File: src/rtl/lp_timer_ctrl.sv
module lp_timer_ctrl #(
  parameter int CLKS_PER_SEC = 50_000_000,
  parameter int DUR_W        = 8
) (
  input  logic             clk,
  input  logic             rst_n,
  input  logic             cs_n,
  input  logic             wr_en,
  input  logic [DUR_W+1:0] wr_data,
  output logic [1:0]       state_o,
  output logic             sleeping,
  output logic             powered_down,
  output logic             wake_pulse,
  output logic             clr_volatile
);

  localparam int PW = (CLKS_PER_SEC > 2) ? $clog2(CLKS_PER_SEC) : 1;
  localparam logic [PW-1:0] PRESC_LAST = PW'(CLKS_PER_SEC - 1);
  localparam int SLP_BIT = DUR_W;
  localparam int PD_BIT  = DUR_W + 1;

  localparam logic [1:0] ST_AWAKE = 2'd0;
  localparam logic [1:0] ST_PEND  = 2'd1;
  localparam logic [1:0] ST_SLEEP = 2'd2;
  localparam logic [1:0] ST_PDOWN = 2'd3;

  logic [1:0]       state;
  logic             cs_prev;
  logic             pd_req;
  logic [DUR_W-1:0] dur_q;
  logic [DUR_W-1:0] remain;
  logic [PW-1:0]    presc;

  wire cs_rise = cs_n & ~cs_prev;
  wire cs_fall = ~cs_n & cs_prev;
  wire low_pwr = state[1];
  wire tick    = low_pwr && (presc == PRESC_LAST);
  wire expire  = tick && (remain == DUR_W'(1));
  wire exit_lp = low_pwr && (cs_fall || expire);
  wire req_any = wr_en && (wr_data[SLP_BIT] || wr_data[PD_BIT]);

  assign state_o      = state;
  assign sleeping     = (state == ST_SLEEP);
  assign powered_down = (state == ST_PDOWN);

  always_ff @(posedge clk or negedge rst_n) begin
    if (!rst_n) begin
      state        <= ST_AWAKE;
      cs_prev      <= 1'b1;
      pd_req       <= 1'b0;
      dur_q        <= '0;
      remain       <= '0;
      presc        <= '0;
      wake_pulse   <= 1'b0;
      clr_volatile <= 1'b0;
    end else begin
      cs_prev      <= cs_n;
      wake_pulse   <= exit_lp;
      clr_volatile <= exit_lp && (state == ST_PDOWN);
      if (!low_pwr) begin
        if (wr_en) dur_q <= wr_data[DUR_W-1:0];
        if (req_any) begin
          pd_req <= wr_data[PD_BIT];
          state  <= ST_PEND;
        end else if (state == ST_PEND && cs_rise) begin
          state  <= pd_req ? ST_PDOWN : ST_SLEEP;
          remain <= dur_q;
          presc  <= '0;
          pd_req <= 1'b0;
        end
      end else if (exit_lp) begin
        state <= ST_AWAKE;
        if (state == ST_PDOWN) dur_q <= '0;
      end else begin
        presc <= tick ? '0 : presc + PW'(1);
        if (tick && remain != '0) remain <= remain - DUR_W'(1);
      end
    end
  end

endmodule

File: config.mk
export PLATFORM = sky130hd
export DESIGN_NAME = lp_timer_ctrl
export DESIGN_NICKNAME = d
export VERILOG_FILES = /design/src/rtl/lp_timer_ctrl.sv
export SDC_FILE = /design/constraint.sdc
export NUM_CORES = 1
export LEC_CHECK = 0
export BUFFER_PORTS_ARGS = -buffer_cell sky130_fd_sc_hd__buf_2
export CAP_MARGIN = 20
export CORE_UTILIZATION = 53
export DETAILED_ROUTE_END_ITERATION = 10
export GPL_ROUTABILITY_DRIVEN = 0
export HOLD_SLACK_MARGIN = 0.12
export PLACE_DENSITY = 0.74
export SYNTH_ARGS = -nofsm -noshare
export SYNTH_HDL_FRONTEND = slang
export SYNTH_SLANG_ARGS = --single-unit
File: constraint.sdc
create_clock -name clk -period 2.52 [get_ports clk]
set_clock_uncertainty 0.05 [all_clocks]
set_input_delay 0 -clock clk [delete_from_list [all_inputs] [get_ports clk]]
set_output_delay 0 -clock clk [all_outputs]
set_load 0.02 [all_outputs]
---- After elaboration in Yosys (flattened, before gate mapping) ----
Cells that the tools add are included.
storage, ports and cells
  word-level logic and storage cells ...... 66
  output and inout bits ................... 6
  input bits .............................. 14
  register bits after elaboration ......... 48
operators by class
  mux-type cells .......................... 21
  bitwise gates (word level) .............. 5
  reductions and logical operators ........ 19
  equal/unequal tests ..................... 10
  $add $sub $neg .......................... 2
operators with widths
  cell                   number
  $mux 26                5
  $mux 8                 9
  $add 26x1->26 const B  1
  $eq 26x26->1 const B   1
  $eq 8x1->1 const B     1
  $mux 2                 4
  $reduce_bool 8->1      1
  $sub 8x1->8 const B    1
  $logic_and 1x1->1      7
  $ne 2x2->1 const B     3
  $reduce_and 3->1       2
  $reduce_bool 2->1      3
  $eq 2x2->1 const B     2
  $ne 2x1->1 const B     2
  $reduce_and 2->1       2
  $reduce_and 4->1       1
  $mux 1                 3
  $not 1->1              3
  $reduce_bool 3->1      1
  $and 1x1->1            2
  $eq 2x1->1 const B     1
  $logic_or 1x1->1       2

---- Depth between registers and ports, before layout ----
Gate-level depths: netlist (run 1).
  word-level depth ........................ 7
  gate-level depth with buffers ........... 8

---- Worst setup path before layout (run 1) ----
Ideal clock, no wire load.
  path kind ............................... register to register
  start ................................... register presc[8]
  end ..................................... register presc[1]
  arrival ................................. 2.227 ns
  stages on the path, launching flop included .. 8
  setup slack ............................. 0.117 ns
  data required time ...................... 2.345 ns
  clock period less this slack ............ 2.403 ns
  cell sequence ........................... dfrtp_1 or4b_1 or3_1 buf_6 or3_4 o21ai_4 buf_12 o21ai_1
between the ends
  word-level cells in the longest chain between the ends .. 7
  elaborated cells between the ends (all ways) .. 10
RTL lines
  element                     RTL line  RTL
  start: declaration          32        logic [PW-1:0] presc;
  start signal: assignment    75        presc <= tick ? '0 : presc + PW'(1);
  $eq 26x26->1 *              37        wire tick = low_pwr && (presc == PRESC_LAST);
  $logic_and 1x1->1 *         37
  $logic_and 1x1->1           38        wire expire = tick && (remain == DUR_W'(1));
  $logic_or 1x1->1            39        wire exit_lp = low_pwr && (cs_fall || expire);
  $logic_and 1x1->1           39
  $ne 2x2->1 (no line)        -
  $reduce_and 3->1 (no line)  -
Mark *: on every way between the ends. The rest lies on a longest branch, timed or not. The select of a mux whose other input is x is not followed.
A chain may end at the register's enable or synchronous reset.

---- Worst setup path in the final report (run 1) ----
  start ................................... register presc[10]
  end ..................................... register presc[10]
between the ends
  word-level cells in the longest chain between the ends .. 7
  elaborated cells between the ends (all ways) .. 11
RTL lines
  element
  branches (longest 7 deep; another with $add 26x1->26)
Several ways; the timed one is not identified. The select of a mux whose other input is x is not followed.

==> metrics.cfg, run 1 <==
[die]
io_pins = 20
initial_utilization = 0.5583
die_w_um = 75.82
core-area_sq_mm = 0.005172
die_y_um = 75.82
dieArea_sq_mm = 0.005748
num_rows = 26

[setup_path]
crit_required_ns = 2.66
setup.worst_path.start_class = flip-flop
crit_path_end_kind = flip-flop
arrival_ns = 2.57
crit_path_max_fanout = 8
critical_path_class = reg -> reg

[yosys]
ys_top_cells_by_count = dfrtp_1, nand2_1, nor3_1, nor2_1
synth_mux_area_frac = 0
synth-adder-area-share = 0.01733
synth_xor_area_frac = 0
synth_area_sq_mm = 0.002888
yosysUniqueCellTypes = 61
ys_seq_area_frac = 0.4164
synth_top_area_cell = dfrtp_1
synth_ff_type = dfrtp_1
ys_ff_latch = 48
synth_area_leaders = dfrtp_1, nand2_1, nor3_1
synthArstFlopShare = 1.000
postSynthCellCount = 322
synth_top_cell_area_share = 0.4073
synth_top_family_by_area = simple AND/OR/NAND/NOR gates
synth_simple_gate_area_share = 0.3159
avgSynthCellArea_sq_um = 8.968
yosys_warnings = 0
synth_edf_count = 0
yosysMostFrequentCell = dfrtp_1
syn_nets = 340
synth_compound_area_frac = 0.2114

[global_routing]
grt_pass1_wl_um = 11870
grt_pass1_vias = 2440
grt_usage = 0.2765
antenna_found_initial = 0
overflow = 0
grt_max_degree = 49

[timing]
finalSetupViolations = 0
setup_tns_ns = 0
max_freq_mhz = 412.7
drv_slew = 0
tightest_slew_ns = 0.9365
rsz0062_at_grt = no
hold_slack_ns = 0.1445
slew_headroom = 0.3691
min_period_ns = 2.423
hold_viol = 0
min_period_over_period = 0.9616

[power_and_ir_drop]
clkPwrFrac = 0.183
p_sw_frac = 0.3958
power_density_mw_per_mm2 = 704.8
power_frac_seq = 0.459
p_comb_frac = 0.358
power_switching_w = 0.0009672
p_int_w = 0.001476
p_leak_nw = 1.571
peakVddDrop_uv = 350.4
p_total_w = 0.002444

[finish]
nFillCells = 422
antenna_cells = 0
syn2layout_area_growth_pct = 20.06
nNetsFinal = 395
layout-drive-gt1-share = 0.2042

[outcome]
status = completed

[route]
ant_nets = 0
drtPass1Iterations = 6
vias = 2872
vias_per_cell = 6.425
drcViolationCount = 0
routed_wl_um = 7725
wl_per_cell_um = 17.28
drtIter0Drc = 275

[clocking]
cts.sinks = 48
cts_buffers = 5
cts.clk_slew.worst_paths_ns = 0.09
h-tree-depth = 2
clock_tree.root_cell = clkbuf_8
clk_path_buf_depth = 2
clock_latency_ns = 0.30
cts_tree = built

[hold_path]
min_path_type = in -> reg

[placement]
hpwl_um = 5160
portBuffers = 19

[run]
maxCapViolCount = 0

[sequential cells by signal, indices dropped and copies added (netlist names)]
register	cells
state_o	2
clr_volatile	1
remain	8
cs_prev	1
wake_pulse	1
pd_req	1
presc	26
dur_q	8
[critical path, stage by stage (launching register included)]
cell and delay, ns:
dfrtp_1 0.42, or4b_4 0.55, or3_4 0.42, buf_4 0.16, o21ai_2 0.16, buf_4 0.18
nor3_1 0.06, a211o_2 0.30
[final timing paths]
check | startpoint | endpoint | slack [ns] | cells after the start
max in group asynchronous | rst_n | dur_q[6] | 1.33 | 4
min in group asynchronous | rst_n | presc[3] | 0.59 | 3
setup / recovery | presc[10] | presc[10] | 0.1 | 7
hold / removal | wr_en | dur_q[4] | 0.14 | 4
hold reg to reg | dur_q[0] | dur_q[0] | 0.48 | 2
setup reg to reg | presc[10] | presc[10] | 0.1 | 7
[cells in the final DEF, fill, tap and decap left out, types with 2 or more instances in the layout]
cell           Yosys  layout
nor4_2             0       2
buf_2              0      19
nand4_1           12      12
o21ai_1            1       2
nor2b_1            4       4
a41oi_1            2       2
a221o_2            2       2
and3_1            14      14
nor4_1             6       4
a41o_1             2       2
inv_1              7       7
and2_1             4       4
a21oi_1           16      16
o311a_1            2       2
or4_1              4       3
or3_4              1       2
o21ai_0           12      11
clkbuf_8           0       5
nand2b_1           4       4
o31ai_1            3       3
a211o_1            8       8
buf_4              0      27
nor2_1            19      19
and4_1             4       4
o22ai_1            7       7
nor3_1            20      20
o21ai_2            1       2
ha_1               4       4
or3_1              6       5
a211oi_1           3       3
or2_2              2       2
nand3_1           16      16
nand2_1           38      38
dlygate4sd3_1      0      13
dfrtp_1           47      47
a31oi_1            6       6
a311oi_1           3       3
a211o_2            3       3
[kinds of logic after synthesis]
family	count (synthesis)
AO/OA/AOI/OAI	83
buffers and inverters	21
AND/OR/NAND/NOR	166
adder cells (fa/ha/maj)	4
flip-flops	48
[per-layer routing]
layer	track usage	vias to the layer above	wire [um]
met5	0	-	0
met4	0.07407	0	153
met3	0.05026	23	579
met2	0.4169	132	3407
met1	0.4075	1363	3585
li1	-	1354	-
[power groups by stage]
stage / clock network (W) / logic, W / registers, W
after CTS: 0.000457 / 0.000846 / 0.00112
final: 0.000447 / 0.000874 / 0.00112
after global placement: 0 / 0.000800 / 0.00113
after floorplan: 0 / 0.000568 / 0.00111
after global routing: 0.000484 / 0.000976 / 0.00115
after detailed placement: 0 / 0.000824 / 0.00113
[final cells by class]
type                            count  area [sq um]  area share
Tap cell                           70         87.58     0.02526
Multi-Input combinational cell    254          1619      0.4670
Clock inverter                      1         5.005    0.001444
Timing Repair Buffer               60         447.9      0.1292
Inverter                            8         32.53    0.009383
Clock buffer                        6         72.57     0.02093
Sequential cell                    48          1202      0.3468
[timing repair]
item,CTS,global route
hold endpoints to repair,60,5
setup buffers,0,1
hold buffers,12,1
setup endpoints to repair,0,20
gates resized for setup,0,8
[through the flow]
step	setup slack, ns	utilization	cells	area [sq um]
finish	0.09666	0.6703	447	3467
global route	0.01813	0.6703	447	3467
CTS	0.01406	0.6541	443	3383
detailed placement	0.03884	0.6159	424	3186
global placement	0.09694	0.6159	424	3186
floorplan	0.1171	-	322	2888
Note: power is estimated with default switching activity, not from simulation.
==> inputs of run 2 (changes only) <==
- ABC_AREA: not set -> 1
==> metrics.cfg, run 2 <==
[finish]
final_common_cell = nand2_1  ; was dfrtp_1
reg_top3 = presc x26, dur_q x8, remain x8  ; unchanged
layout-drive-gt1-share = 0.1008  ; was 0.2042
nNetsFinal = 523  ; was 395
nFillCells = 494  ; was 422
largest_register_ffs = 26  ; unchanged
regMostFlops = presc  ; unchanged
instances_no_fill = 578  ; was 447
syn2layout_area_growth_pct = 15.12  ; was 20.06%
antenna_cells = 0  ; unchanged
layout_common_cells = nand2_1, nor2_1, dfrtp_1  ; was dfrtp_1, nand2_1, buf_4

[timing]
slew_headroom = 0.6567  ; was 0.3691
min_period_over_period = 0.8848  ; was 0.9616
tightest_slew_ns = 0.5149  ; was 0.9365 ns
finalSetupViolations = 0  ; unchanged
min_period_ns = 2.230  ; was 2.423 ns
drv_slew = 0  ; unchanged
max_freq_mhz = 448.5  ; was 412.7 MHz
rsz0062_at_grt = no  ; unchanged
setup_tns_ns = 0  ; unchanged
layout_setup_ws_ns = 0.2903  ; was 0.09666 ns
hold_viol = 0  ; unchanged

[route]
routed_wl_um = 7369  ; was 7725 um
ant_nets = 0  ; unchanged
wl_per_cell_um = 12.75  ; was 17.28 um
drcViolationCount = 0  ; unchanged
vias = 2949  ; was 2,872
vias_per_cell = 5.102  ; was 6.425
drtPass1Iterations = 5  ; was 6
drtIter0Drc = 230  ; was 275

[yosys]
ys_seq_area_frac = 0.3855  ; was 0.4164
syn_nets = 485  ; was 340
synth_area_leaders = dfrtp_1, nand2_1, nor2_1  ; was dfrtp_1, nand2_1, nor3_1
synth_ff_type = dfrtp_1  ; unchanged
synth_area_sq_mm = 0.003119  ; was 0.002888 sq mm
avgSynthCellArea_sq_um = 6.679  ; was 8.968 sq um
synth_edf_count = 0  ; unchanged
yosys_warnings = 0  ; unchanged
synth_top_area_cell = dfrtp_1  ; unchanged
yosysUniqueCellTypes = 33  ; was 61
ys_top_cells_by_count = nand2_1, nor2_1, dfrtp_1, nand3_1, inv_1  ; was dfrtp_1, nand2_1, nor3_1, nor2_1
postSynthCellCount = 467  ; was 322
synth_top_cell_area_share = 0.3771  ; was 0.4073
yosysMostFrequentCell = nand2_1  ; was dfrtp_1
synthArstFlopShare = 1.000  ; unchanged
ys_ff_latch = 48  ; unchanged

[clocking]
clock_latency_ns = 0.31  ; was 0.30 ns
clock_tree.root_cell = clkbuf_8  ; unchanged
post_cts_buffers = 0  ; unchanged
cts_buffers = 5  ; unchanged
cts.sinks = 48  ; unchanged
cts_resized = 0  ; unchanged
cts_hold_buf = 20  ; was 12
clk_path_buf_depth = 2  ; unchanged
cts.clk_slew.worst_paths_ns = 0.09  ; about the same
cts_tree = built  ; unchanged
h-tree-depth = 2  ; unchanged

[hold_path]
min_path_type = in -> async  ; was in -> reg

[die]
die_w_um = 78.72  ; was 75.82 um
initial_utilization = 0.5596  ; was 0.5583
io_pins = 20  ; unchanged
die_y_um = 78.72  ; was 75.82 um
dieArea_sq_mm = 0.006196  ; was 0.005748 sq mm
num_rows = 27  ; was 26
core-area_sq_mm = 0.005574  ; was 0.005172 sq mm

[setup_path]
crit_required_ns = 2.68  ; was 2.66 ns
crit_path_end_kind = flip-flop  ; unchanged
critPathSlowestCell = dlygate4sd3_1  ; was or4b_4
setup.worst_path.start_class = flip-flop  ; unchanged
critical_path_class = reg -> reg  ; unchanged
crit_path_max_fanout = 21  ; was 8
max_stage_delay_ns = 0.58  ; was 0.55 ns
path_cells = clkinv_1 -> buf_4 -> nand3_1 -> dlygate4sd3_1 -> nand2_1  ; was or4b_4 -> or3_4 -> buf_4 -> o21ai_2 -> buf_4 -> nor3_1 -> a211o_2
arrival_ns = 2.39  ; was 2.57 ns

[outcome]
status = completed  ; unchanged

[global_routing]
antenna_found_initial = 0  ; unchanged
grt_pass1_vias = 2653  ; was 2,440
grt_pass1_wl_um = 12480  ; was 11,870 um
grt_max_degree = 49  ; unchanged
overflow = 0  ; unchanged
grt_usage = 0.2598  ; was 0.2765

[placement]
placed_cells = 549  ; was 424
dp_slack_ns = 0.4165  ; was 0.03884 ns
hpwl_um = 4970  ; was 5160 um
portBuffers = 19  ; unchanged

[power_and_ir_drop]
p_leak_nw = 1.738  ; was 1.571 nW
peakVddDrop_uv = 580.5  ; was 350.4 uV
p_total_w = 0.002479  ; was 0.002444 W
power_density_mw_per_mm2 = 690.2  ; was 704.8 mW/mm^2

[run]
maxCapViolCount = 0  ; unchanged

-- run 2: cell types whose count changed in the layout (fill, tap and decap cells not counted), moves of 7 or more --
cell / previous run / this run
a21oi_1: 16 / 4
xor2_1: 0 / 14
buf_4: 27 / 2
inv_1: 7 / 33
nor2_1: 19 / 79
nor3_1: 20 / 9
dlygate4sd3_1: 13 / 20
nand2_1: 38 / 187
and3_1: 14 / 0
a211o_1: 8 / 0
o22ai_1: 7 / 0
nand3_1: 16 / 34
nand4_1: 12 / 1
-- run 2: power breakdown --
| group | leakage, nW | switching, W | internal (W) | total [W] |
|---|---|---|---|---|
| Clock | 0.0614 | 0.000274 | 0.000325 | 0.000599 |
| Combinational | 1.04 | 0.000573 | 0.000283 | 0.000856 |
| Sequential | 0.639 | 0.000122 | 0.000902 | 0.00102 |
| Total | 1.74 | 0.000969 | 0.00151 | 0.00248 |
-- run 2: worst paths after layout --
path                            start          to  slack (ns)  cells past startpoint
setup / recovery           state_o[1]    dur_q[3]        0.29                      5
hold / removal                  rst_n   presc[18]        0.14                      2
setup reg to reg           state_o[1]    dur_q[3]        0.29                      5
hold reg to reg              dur_q[6]    dur_q[6]        0.43                      2
max in group asynchronous       rst_n    presc[7]        1.77                      3
min in group clk                wr_en  state_o[0]        0.19                      5
-- run 2: worst max-delay path, delay by kind of cell, from the launching register on --
family                 cells  cell delay, ns
buffers and inverters      3            1.42
DFF                        1            0.48
and+or+nand+nor            2            0.16
-- run 2: kinds of logic (layout without fill, tap and decap cells) --
group / Yosys count / after routing / share of synthesized area
and+or+nand+nor: 329 / 329 / 0.4436
buffers and inverters: 49 / 88 / 0.06980
DFF: 48 / 48 / 0.3855
AOI/OAI and AO/OA: 20 / 20 / 0.03731
xor gates and xnor gates: 17 / 17 / 0.04774
adders and majority gates: 4 / 4 / 0.01605
-- run 2: area by class of cell --
| type | instances | area (sq um) | share of cell area |
|---|---|---|---|
| flip-flops and latches | 48 | 1202 | 0.3348 |
| inverters | 38 | 147.6 | 0.04112 |
| multi-input cells | 370 | 1699 | 0.4732 |
| clock inverters | 2 | 38.79 | 0.01080 |
| clock buffers | 6 | 82.58 | 0.02300 |
| repair buffers | 42 | 330.3 | 0.09199 |
| well taps | 72 | 90.09 | 0.02509 |
-- run 2: routing by layer --
| layer | GRT usage | vias up | wire length [um] |
|---|---|---|---|
| met5 | 0 | - | 0 |
| met4 | 0.09444 | 0 | 153 |
| met3 | 0.04368 | 15 | 401 |
| met2 | 0.4087 | 84 | 3445 |
| met1 | 0.3599 | 1339 | 3368 |
| li1 | - | 1511 | - |
-- run 2: stage by stage --
stage | hold slack [ns] | area, sq um | util
6_report | 0.1394 | 3591 | 0.6442
5_1_grt | 0.2052 | 3591 | 0.6442
4_1_cts | 0.1840 | 3571 | 0.6406
3_5_place_dp | 0.06975 | 3249 | 0.5829
3_3_place_gp | 0.06623 | 3249 | 0.5829
2_1_floorplan | -0.3456 | 3119 | -
